==> src/rtl/ipt_pkg.sv <==
package ipt_pkg;
   typedef enum logic [0:0] {
      SCAN_IDLE = 1'b0,
      SCAN_BUSY = 1'b1
   } scan_state_e;
endpackage

==> src/rtl/ipt_slot_store.sv <==
module ipt_slot_store #(
   parameter int DEPTH  = 16,
   parameter int PID_W  = 16,
   parameter int VPN_W  = 52,
   parameter int INFO_W = 12,
   localparam int IDX_W = $clog2(DEPTH)
) (
   input  logic              clk,
   input  logic              rst_n,
   input  logic              wr_en,
   input  logic [IDX_W-1:0]  wr_idx,
   input  logic              wr_valid,
   input  logic [PID_W-1:0]  wr_pid,
   input  logic [VPN_W-1:0]  wr_vpn,
   input  logic [INFO_W-1:0] wr_info,
   input  logic [IDX_W-1:0]  rd_idx,
   output logic              rd_valid,
   output logic [PID_W-1:0]  rd_pid,
   output logic [VPN_W-1:0]  rd_vpn,
   output logic [INFO_W-1:0] rd_info
);
   logic [PID_W-1:0]  pid_mem  [DEPTH];
   logic [VPN_W-1:0]  vpn_mem  [DEPTH];
   logic [INFO_W-1:0] info_mem [DEPTH];
   logic [DEPTH-1:0]  vld_q;

   // payload storage: no reset needed, guarded by the valid flags
   always_ff @(posedge clk) begin
      if (wr_en) begin
         pid_mem[wr_idx]  <= wr_pid;
         vpn_mem[wr_idx]  <= wr_vpn;
         info_mem[wr_idx] <= wr_info;
      end
   end

   // valid flags: one resettable flop per slot
   for (genvar s = 0; s < DEPTH; s++) begin : g_vld
      always_ff @(posedge clk) begin
         if (!rst_n) begin
            vld_q[s] <= 1'b0;
         end else if (wr_en && (wr_idx == IDX_W'(s))) begin
            vld_q[s] <= wr_valid;
         end
      end
   end

   assign rd_valid = vld_q[rd_idx];
   assign rd_pid   = pid_mem[rd_idx];
   assign rd_vpn   = vpn_mem[rd_idx];
   assign rd_info  = info_mem[rd_idx];
endmodule

==> src/rtl/ipt_slot_cmp.sv <==
module ipt_slot_cmp #(
   parameter int PID_W = 16,
   parameter int VPN_W = 52
) (
   input  logic             slot_valid,
   input  logic [PID_W-1:0] slot_pid,
   input  logic [VPN_W-1:0] slot_vpn,
   input  logic [PID_W-1:0] key_pid,
   input  logic [VPN_W-1:0] key_vpn,
   output logic             hit
);
   logic pid_eq;
   logic vpn_eq;

   assign pid_eq = (slot_pid == key_pid);
   assign vpn_eq = (slot_vpn == key_vpn);
   assign hit    = slot_valid && pid_eq && vpn_eq;
endmodule

==> src/rtl/ipt_scan_ctrl.sv <==
module ipt_scan_ctrl
   import ipt_pkg::*;
#(
   parameter int DEPTH  = 16,
   parameter int PID_W  = 16,
   parameter int VPN_W  = 52,
   parameter int OFF_W  = 12,
   parameter int INFO_W = 12,
   localparam int IDX_W = $clog2(DEPTH),
   localparam int VA_W  = VPN_W + OFF_W,
   localparam int PA_W  = IDX_W + OFF_W
) (
   input  logic              clk,
   input  logic              rst_n,
   input  logic              req_valid,
   output logic              req_ready,
   input  logic [PID_W-1:0]  req_pid,
   input  logic [VA_W-1:0]   req_vaddr,
   output logic [IDX_W-1:0]  scan_idx,
   output logic [PID_W-1:0]  key_pid,
   output logic [VPN_W-1:0]  key_vpn,
   input  logic              slot_hit,
   input  logic [INFO_W-1:0] slot_info,
   output logic              done,
   output logic              fault,
   output logic [PA_W-1:0]   paddr,
   output logic [INFO_W-1:0] info
);
   localparam logic [IDX_W-1:0] LAST_IDX = IDX_W'(DEPTH - 1);

   scan_state_e       state_q;
   logic [IDX_W-1:0]  idx_q;
   logic [PID_W-1:0]  pid_q;
   logic [VPN_W-1:0]  vpn_q;
   logic [OFF_W-1:0]  off_q;
   logic              done_q;
   logic              fault_q;
   logic [PA_W-1:0]   paddr_q;
   logic [INFO_W-1:0] info_q;
   logic              accept;

   assign req_ready = (state_q == SCAN_IDLE);
   assign accept    = req_valid && req_ready;

   always_ff @(posedge clk) begin
      if (!rst_n) begin
         state_q <= SCAN_IDLE;
         idx_q   <= '0;
         pid_q   <= '0;
         vpn_q   <= '0;
         off_q   <= '0;
         done_q  <= 1'b0;
         fault_q <= 1'b0;
         paddr_q <= '0;
         info_q  <= '0;
      end else begin
         done_q <= 1'b0;
         unique case (state_q)
            SCAN_IDLE: begin
               if (accept) begin
                  pid_q   <= req_pid;
                  vpn_q   <= req_vaddr[VA_W-1:OFF_W];
                  off_q   <= req_vaddr[OFF_W-1:0];
                  idx_q   <= '0;
                  state_q <= SCAN_BUSY;
               end
            end
            SCAN_BUSY: begin
               if (slot_hit) begin
                  done_q  <= 1'b1;
                  fault_q <= 1'b0;
                  paddr_q <= {idx_q, off_q};
                  info_q  <= slot_info;
                  state_q <= SCAN_IDLE;
               end else if (idx_q == LAST_IDX) begin
                  done_q  <= 1'b1;
                  fault_q <= 1'b1;
                  paddr_q <= '0;
                  info_q  <= '0;
                  state_q <= SCAN_IDLE;
               end else begin
                  idx_q <= idx_q + 1'b1;
               end
            end
            default: state_q <= SCAN_IDLE;
         endcase
      end
   end

   assign scan_idx = idx_q;
   assign key_pid  = pid_q;
   assign key_vpn  = vpn_q;
   assign done     = done_q;
   assign fault    = fault_q;
   assign paddr    = paddr_q;
   assign info     = info_q;


   done_pulse_chk: assert property (@(posedge clk) disable iff (!rst_n)
      done |=> !done);

   busy_after_accept_chk: assert property (@(posedge clk) disable iff (!rst_n)
      (req_valid && req_ready) |=> !req_ready);

   done_after_busy_chk: assert property (@(posedge clk) disable iff (!rst_n)
      done |-> ($past(!req_ready) && req_ready));

   fault_zero_chk: assert property (@(posedge clk) disable iff (!rst_n)
      (done && fault) |-> (paddr == '0 && info == '0));
endmodule

==> src/rtl/ipt_linear_xlate.sv <==
module ipt_linear_xlate #(
   parameter int FRAMES = 16,
   parameter int PID_W  = 16,
   parameter int VPN_W  = 52,
   parameter int INFO_W = 12,
   parameter int OFF_W  = 12,
   localparam int IDX_W = $clog2(FRAMES),
   localparam int VA_W  = VPN_W + OFF_W,
   localparam int PA_W  = IDX_W + OFF_W
) (
   input  logic              clk,
   input  logic              rst_n,
   input  logic              req_valid,
   output logic              req_ready,
   input  logic [PID_W-1:0]  req_pid,
   input  logic [VA_W-1:0]   req_vaddr,
   output logic              done,
   output logic              fault,
   output logic [PA_W-1:0]   paddr,
   output logic [INFO_W-1:0] info,
   input  logic              wr_en,
   input  logic [IDX_W-1:0]  wr_idx,
   input  logic              wr_valid,
   input  logic [PID_W-1:0]  wr_pid,
   input  logic [VPN_W-1:0]  wr_vpn,
   input  logic [INFO_W-1:0] wr_info
);
   initial begin
      frames_pow2_chk: assert (FRAMES >= 2 && (1 << IDX_W) == FRAMES)
         else $error("FRAMES must be a power of two, at least 2");
      widths_chk: assert (PID_W > 0 && VPN_W > 0 && INFO_W > 0 && OFF_W > 0)
         else $error("field widths must be positive");
   end

   logic [IDX_W-1:0]  scan_idx;
   logic [PID_W-1:0]  key_pid;
   logic [VPN_W-1:0]  key_vpn;
   logic              slot_valid;
   logic [PID_W-1:0]  slot_pid;
   logic [VPN_W-1:0]  slot_vpn;
   logic [INFO_W-1:0] slot_info;
   logic              slot_hit;

   ipt_slot_store #(
      .DEPTH(FRAMES), .PID_W(PID_W), .VPN_W(VPN_W), .INFO_W(INFO_W)
   ) i_store (
      .clk      (clk),
      .rst_n    (rst_n),
      .wr_en    (wr_en),
      .wr_idx   (wr_idx),
      .wr_valid (wr_valid),
      .wr_pid   (wr_pid),
      .wr_vpn   (wr_vpn),
      .wr_info  (wr_info),
      .rd_idx   (scan_idx),
      .rd_valid (slot_valid),
      .rd_pid   (slot_pid),
      .rd_vpn   (slot_vpn),
      .rd_info  (slot_info)
   );

   ipt_slot_cmp #(
      .PID_W(PID_W), .VPN_W(VPN_W)
   ) i_cmp (
      .slot_valid (slot_valid),
      .slot_pid   (slot_pid),
      .slot_vpn   (slot_vpn),
      .key_pid    (key_pid),
      .key_vpn    (key_vpn),
      .hit        (slot_hit)
   );

   ipt_scan_ctrl #(
      .DEPTH(FRAMES), .PID_W(PID_W), .VPN_W(VPN_W), .OFF_W(OFF_W), .INFO_W(INFO_W)
   ) i_ctrl (
      .clk       (clk),
      .rst_n     (rst_n),
      .req_valid (req_valid),
      .req_ready (req_ready),
      .req_pid   (req_pid),
      .req_vaddr (req_vaddr),
      .scan_idx  (scan_idx),
      .key_pid   (key_pid),
      .key_vpn   (key_vpn),
      .slot_hit  (slot_hit),
      .slot_info (slot_info),
      .done      (done),
      .fault     (fault),
      .paddr     (paddr),
      .info      (info)
   );


   hit_needs_valid_chk: assert property (@(posedge clk) disable iff (!rst_n)
      slot_hit |-> slot_valid);
endmodule

==> config.mk <==
export PLATFORM = sky130hd
export DESIGN_NAME = ipt_linear_xlate
export DESIGN_NICKNAME = d
export VERILOG_FILES = /design/src/rtl/ipt_pkg.sv /design/src/rtl/ipt_slot_store.sv /design/src/rtl/ipt_slot_cmp.sv /design/src/rtl/ipt_scan_ctrl.sv /design/src/rtl/ipt_linear_xlate.sv
export SDC_FILE = /design/constraint.sdc
export NUM_CORES = 1
export LEC_CHECK = 0
export BUFFER_PORTS_ARGS = -buffer_cell sky130_fd_sc_hd__buf_4
export CORE_MARGIN = 5
export CORE_UTILIZATION = 61
export DETAILED_ROUTE_END_ITERATION = 8
export PLACE_DENSITY_LB_ADDON = 0.12
export REMOVE_ABC_BUFFERS = 1
export SETUP_SLACK_MARGIN = 0.3
export SYNTH_ARGS = -nofsm -noshare
export SYNTH_HDL_FRONTEND = slang
export SYNTH_SLANG_ARGS = --single-unit
==> constraint.sdc <==
create_clock -name clk -period 9 [get_ports clk]
set_clock_uncertainty 0.1 [all_clocks]
set_input_delay 0 -clock clk [delete_from_list [all_inputs] [get_ports clk]]
set_output_delay 0 -clock clk [all_outputs]
set_load 0.05 [all_outputs]
==> qor.txt <==
Final Util = 73.2%
Mean Syn Cell Area = 19.5 µm²
CP Capture Point = i_ctrl.scan_idx[1]
Synth cell types = 68
Slew HR = 14.1%
Top cells by area, synth = edfxtp_1 (70%), mux4_2 (13%), dfxtp_1 (4.9%)
Most common cell in the netlist = edfxtp_1
Hold buffer count at CTS = 339
PwrDens = 212 nW/µm²
Synthesized area = 54900 µm²
Setup violators final = 0
Synth Instances = 2810
Top post-synthesis cells by count = edfxtp_1 (1280), mux4_2 (314), nand2_1 (235)
CTS sink cnt = 1415
Area delta synth->final = 19.7%
Cell Rows = 110
Cell taking the most area after synthesis = edfxtp_1
Area share of the largest cell type after synthesis = 70.0%
Core box area = 89700 µm²
Reg2reg setup slack = 2.42 ns
Leakage Power = 21.1 nW
CP Data Arrival Time = 7.08 ns
Global-route wire length before repair = 207 mm
First-pass DRT Iterations = 9
Final ANT Viol Nets = 0
RSZ-0062 raised after global routing = false
Post-synth EDFFs = 1280
Tcrit/Tclk final = 73.2%
CTS tree = yes
Layout Cells excl Fill = 4693
DRT Wirelength = 142 mm
Setup WS pre-CTS = 2.55 ns
Fin Setup TNS = 0 ns
WS Path Type = reg2reg
Initial Util = 61.2%
GRT Overall Usage = 29.9%
Min Tclk post-route = 6.58 ns
Vias per cell = 6.49
GR Overflow Total = 0
FF-to-FF End = i_ctrl.scan_idx[1]
Worst R2R Path Depth = 13
Largest net degree at the start of global routing = 125
Maximum Capacitance Violations = 0
Top Ports = 200
# resized after CTS = 0
Hold path depth = 2
CTS Buf Count = 143
Dpl hpwl = 75.8 mm
Run status = completed
Peak VDD IR = 0.000175 V
Final Net Count = 3566
Routability cong. = 0.827
Buffers on Ports = 199
Yosys warning total = 0
Fraction of layout cells with a size suffix above 1 = 23.6%
Initial antenna violation count = 7
Clock Latency Late Sink = 0.73 ns
DIE WIDTH = 310 µm
Number of global-route vias before repair = 31299
Root Driver = clkbuf_16
Critical Path Start Type = register
Peak Freq = 0.152 GHz
Slew @ Worst Pin = 1.26 ns
Slew Limit Fails = 0
Synth Flop Type = edfxtp_1
Final Hold Vio Count = 0
Clock-pin slew on the worst setup and hold paths = 0.06 ns
Placed cells = 4088
Die height = 310 µm
Asr flop ratio synth = 0%
Die area = 96100 µm²
Seq/Total Area, Yosys = 74.9%
Via count = 30457
WHS = 0.0284 ns
Crit-path max FO = 55
Post-detailed-route DRC marker count = 0
Req. time, crit path = 9.50 ns
Critical Path Sink Type = register
Final WS setup = 2.42 ns
Wire per inst = 30.3 µm
Hold Path Class = in2reg
DRT iter0 DRCs = 3978
Clock buffer depth = 3
Setup bufs post-CTS = 0
H-tree Lvls = 4
FF+latch count, synth = 1415
-- area by class of cell --
class | instances | area [µm²]
inverter | 17 | 68.8
timing repair buffer | 596 | 5390
tap | 1176 | 1470
multi-input combinational | 1223 | 13100
clock inverter | 63 | 527
clock buffer | 198 | 4060
sequential | 1415 | 41200
antenna | 5 | 12.5
fill | 5279 | 24000
-- metal layers --
| metal | share of wire, % | up-vias | routed length (µm) | GRT usage, % |
|---|---|---|---|---|
| met5 | 0.015 | - | 21 | 0 |
| met4 | 2.4 | 4 | 3360 | 7.91 |
| met3 | 11 | 225 | 15300 | 6.45 |
| met2 | 49 | 1736 | 69500 | 47.9 |
| met1 | 38 | 15863 | 54100 | 43.0 |
| li1 | - | 12629 | - | - |
-- power breakdown --
group	leakage [nW]	internal [mW]	total [mW]	switching, mW
registers	12.7	7.30	7.37	0.0666
clock network	2.25	3.38	5.77	2.39
logic	6.19	0.359	0.772	0.413
total	21.1	11.0	13.9	2.87
-- flip-flops by register name, summed over array words and instances (netlist names), named ones only --
register and cells:
i_store.vpn_mem 832, i_store.pid_mem 256, i_store.info_mem 192, i_ctrl.key_vpn 52
i_ctrl.key_pid 16, i_ctrl.paddr 16, i_store.vld_q 16, i_ctrl.info 12
i_ctrl.off_q 12, i_ctrl.scan_idx 4, i_ctrl.done 1, i_ctrl.fault 1
i_ctrl.state_q 1
-- kinds of logic (layout without fill, tap and decap cells) --
family	after synthesis	count (layout)	synth area share, %
other cells	0	5	0
buf+inv	172	874	1.58
flops	1415	1415	74.9
fa+ha+maj	1	1	0.0228
xor+xnor	67	67	1.07
compound gates	294	294	3.42
mux	465	465	15.7
simple gates	396	396	3.33
-- critical path, stage by stage (launching register included) --
cell and delay [ns]:
dfxtp_4 0.65, buf_4 0.71, inv_1 0.61, buf_4 0.41
mux2i_1 0.15, mux2i_1 0.29, xnor2_1 0.16, nand4_1 0.24
a2111oi_0 1.05, nand4_1 0.49, nor2_4 0.55, buf_4 0.51
nor2_1 0.20, o2bb2ai_1 0.19
-- stage by stage --
stage / power (mW) / cell area, µm²
after floorplan: 7.94 / 54100
after global placement: 8.12 / 57700
after detailed placement: 8.15 / 57700
after CTS: 14.0 / 65700
after global routing: 14.3 / 65700
final: 13.9 / 65700
-- worst min-delay path by stage --
stage                 start                 endpoint  slack, ns
6_report         wr_vpn[11]   i_store.vpn_mem[5][11]       0.03
5_1_grt           wr_pid[2]    i_store.pid_mem[5][2]       0.03
4_1_cts          wr_vpn[51]  i_store.vpn_mem[15][51]      0.002
3_5_place_dp   req_vaddr[1]          i_ctrl.off_q[1]       0.15
3_3_place_gp   req_vaddr[1]          i_ctrl.off_q[1]       0.15
2_1_floorplan    wr_info[0]   i_store.info_mem[0][0]     -0.001
-- cell usage in the layout, fill, tap and decap left out, drive strengths merged, types with 10 or more instances in the layout --
| cell type | instances |
|---|---|
| a221oi | 25 |
| mux4 | 314 |
| clkbuf | 198 |
| mux2 | 22 |
| xnor2 | 54 |
| o22ai | 16 |
| dlygate4sd3 | 339 |
| nand3b | 31 |
| nand2 | 235 |
| nor3 | 13 |
| nand4 | 13 |
| mux2i | 129 |
| buf | 257 |
| edfxtp | 1280 |
| o21ai | 28 |
| inv | 21 |
| xor2 | 13 |
| clkinv | 49 |
| nor4 | 10 |
| nor2 | 40 |
| dfxtp | 135 |
| a21oi | 137 |
| o221ai | 11 |
Note: power is estimated with default switching activity, not from simulation.
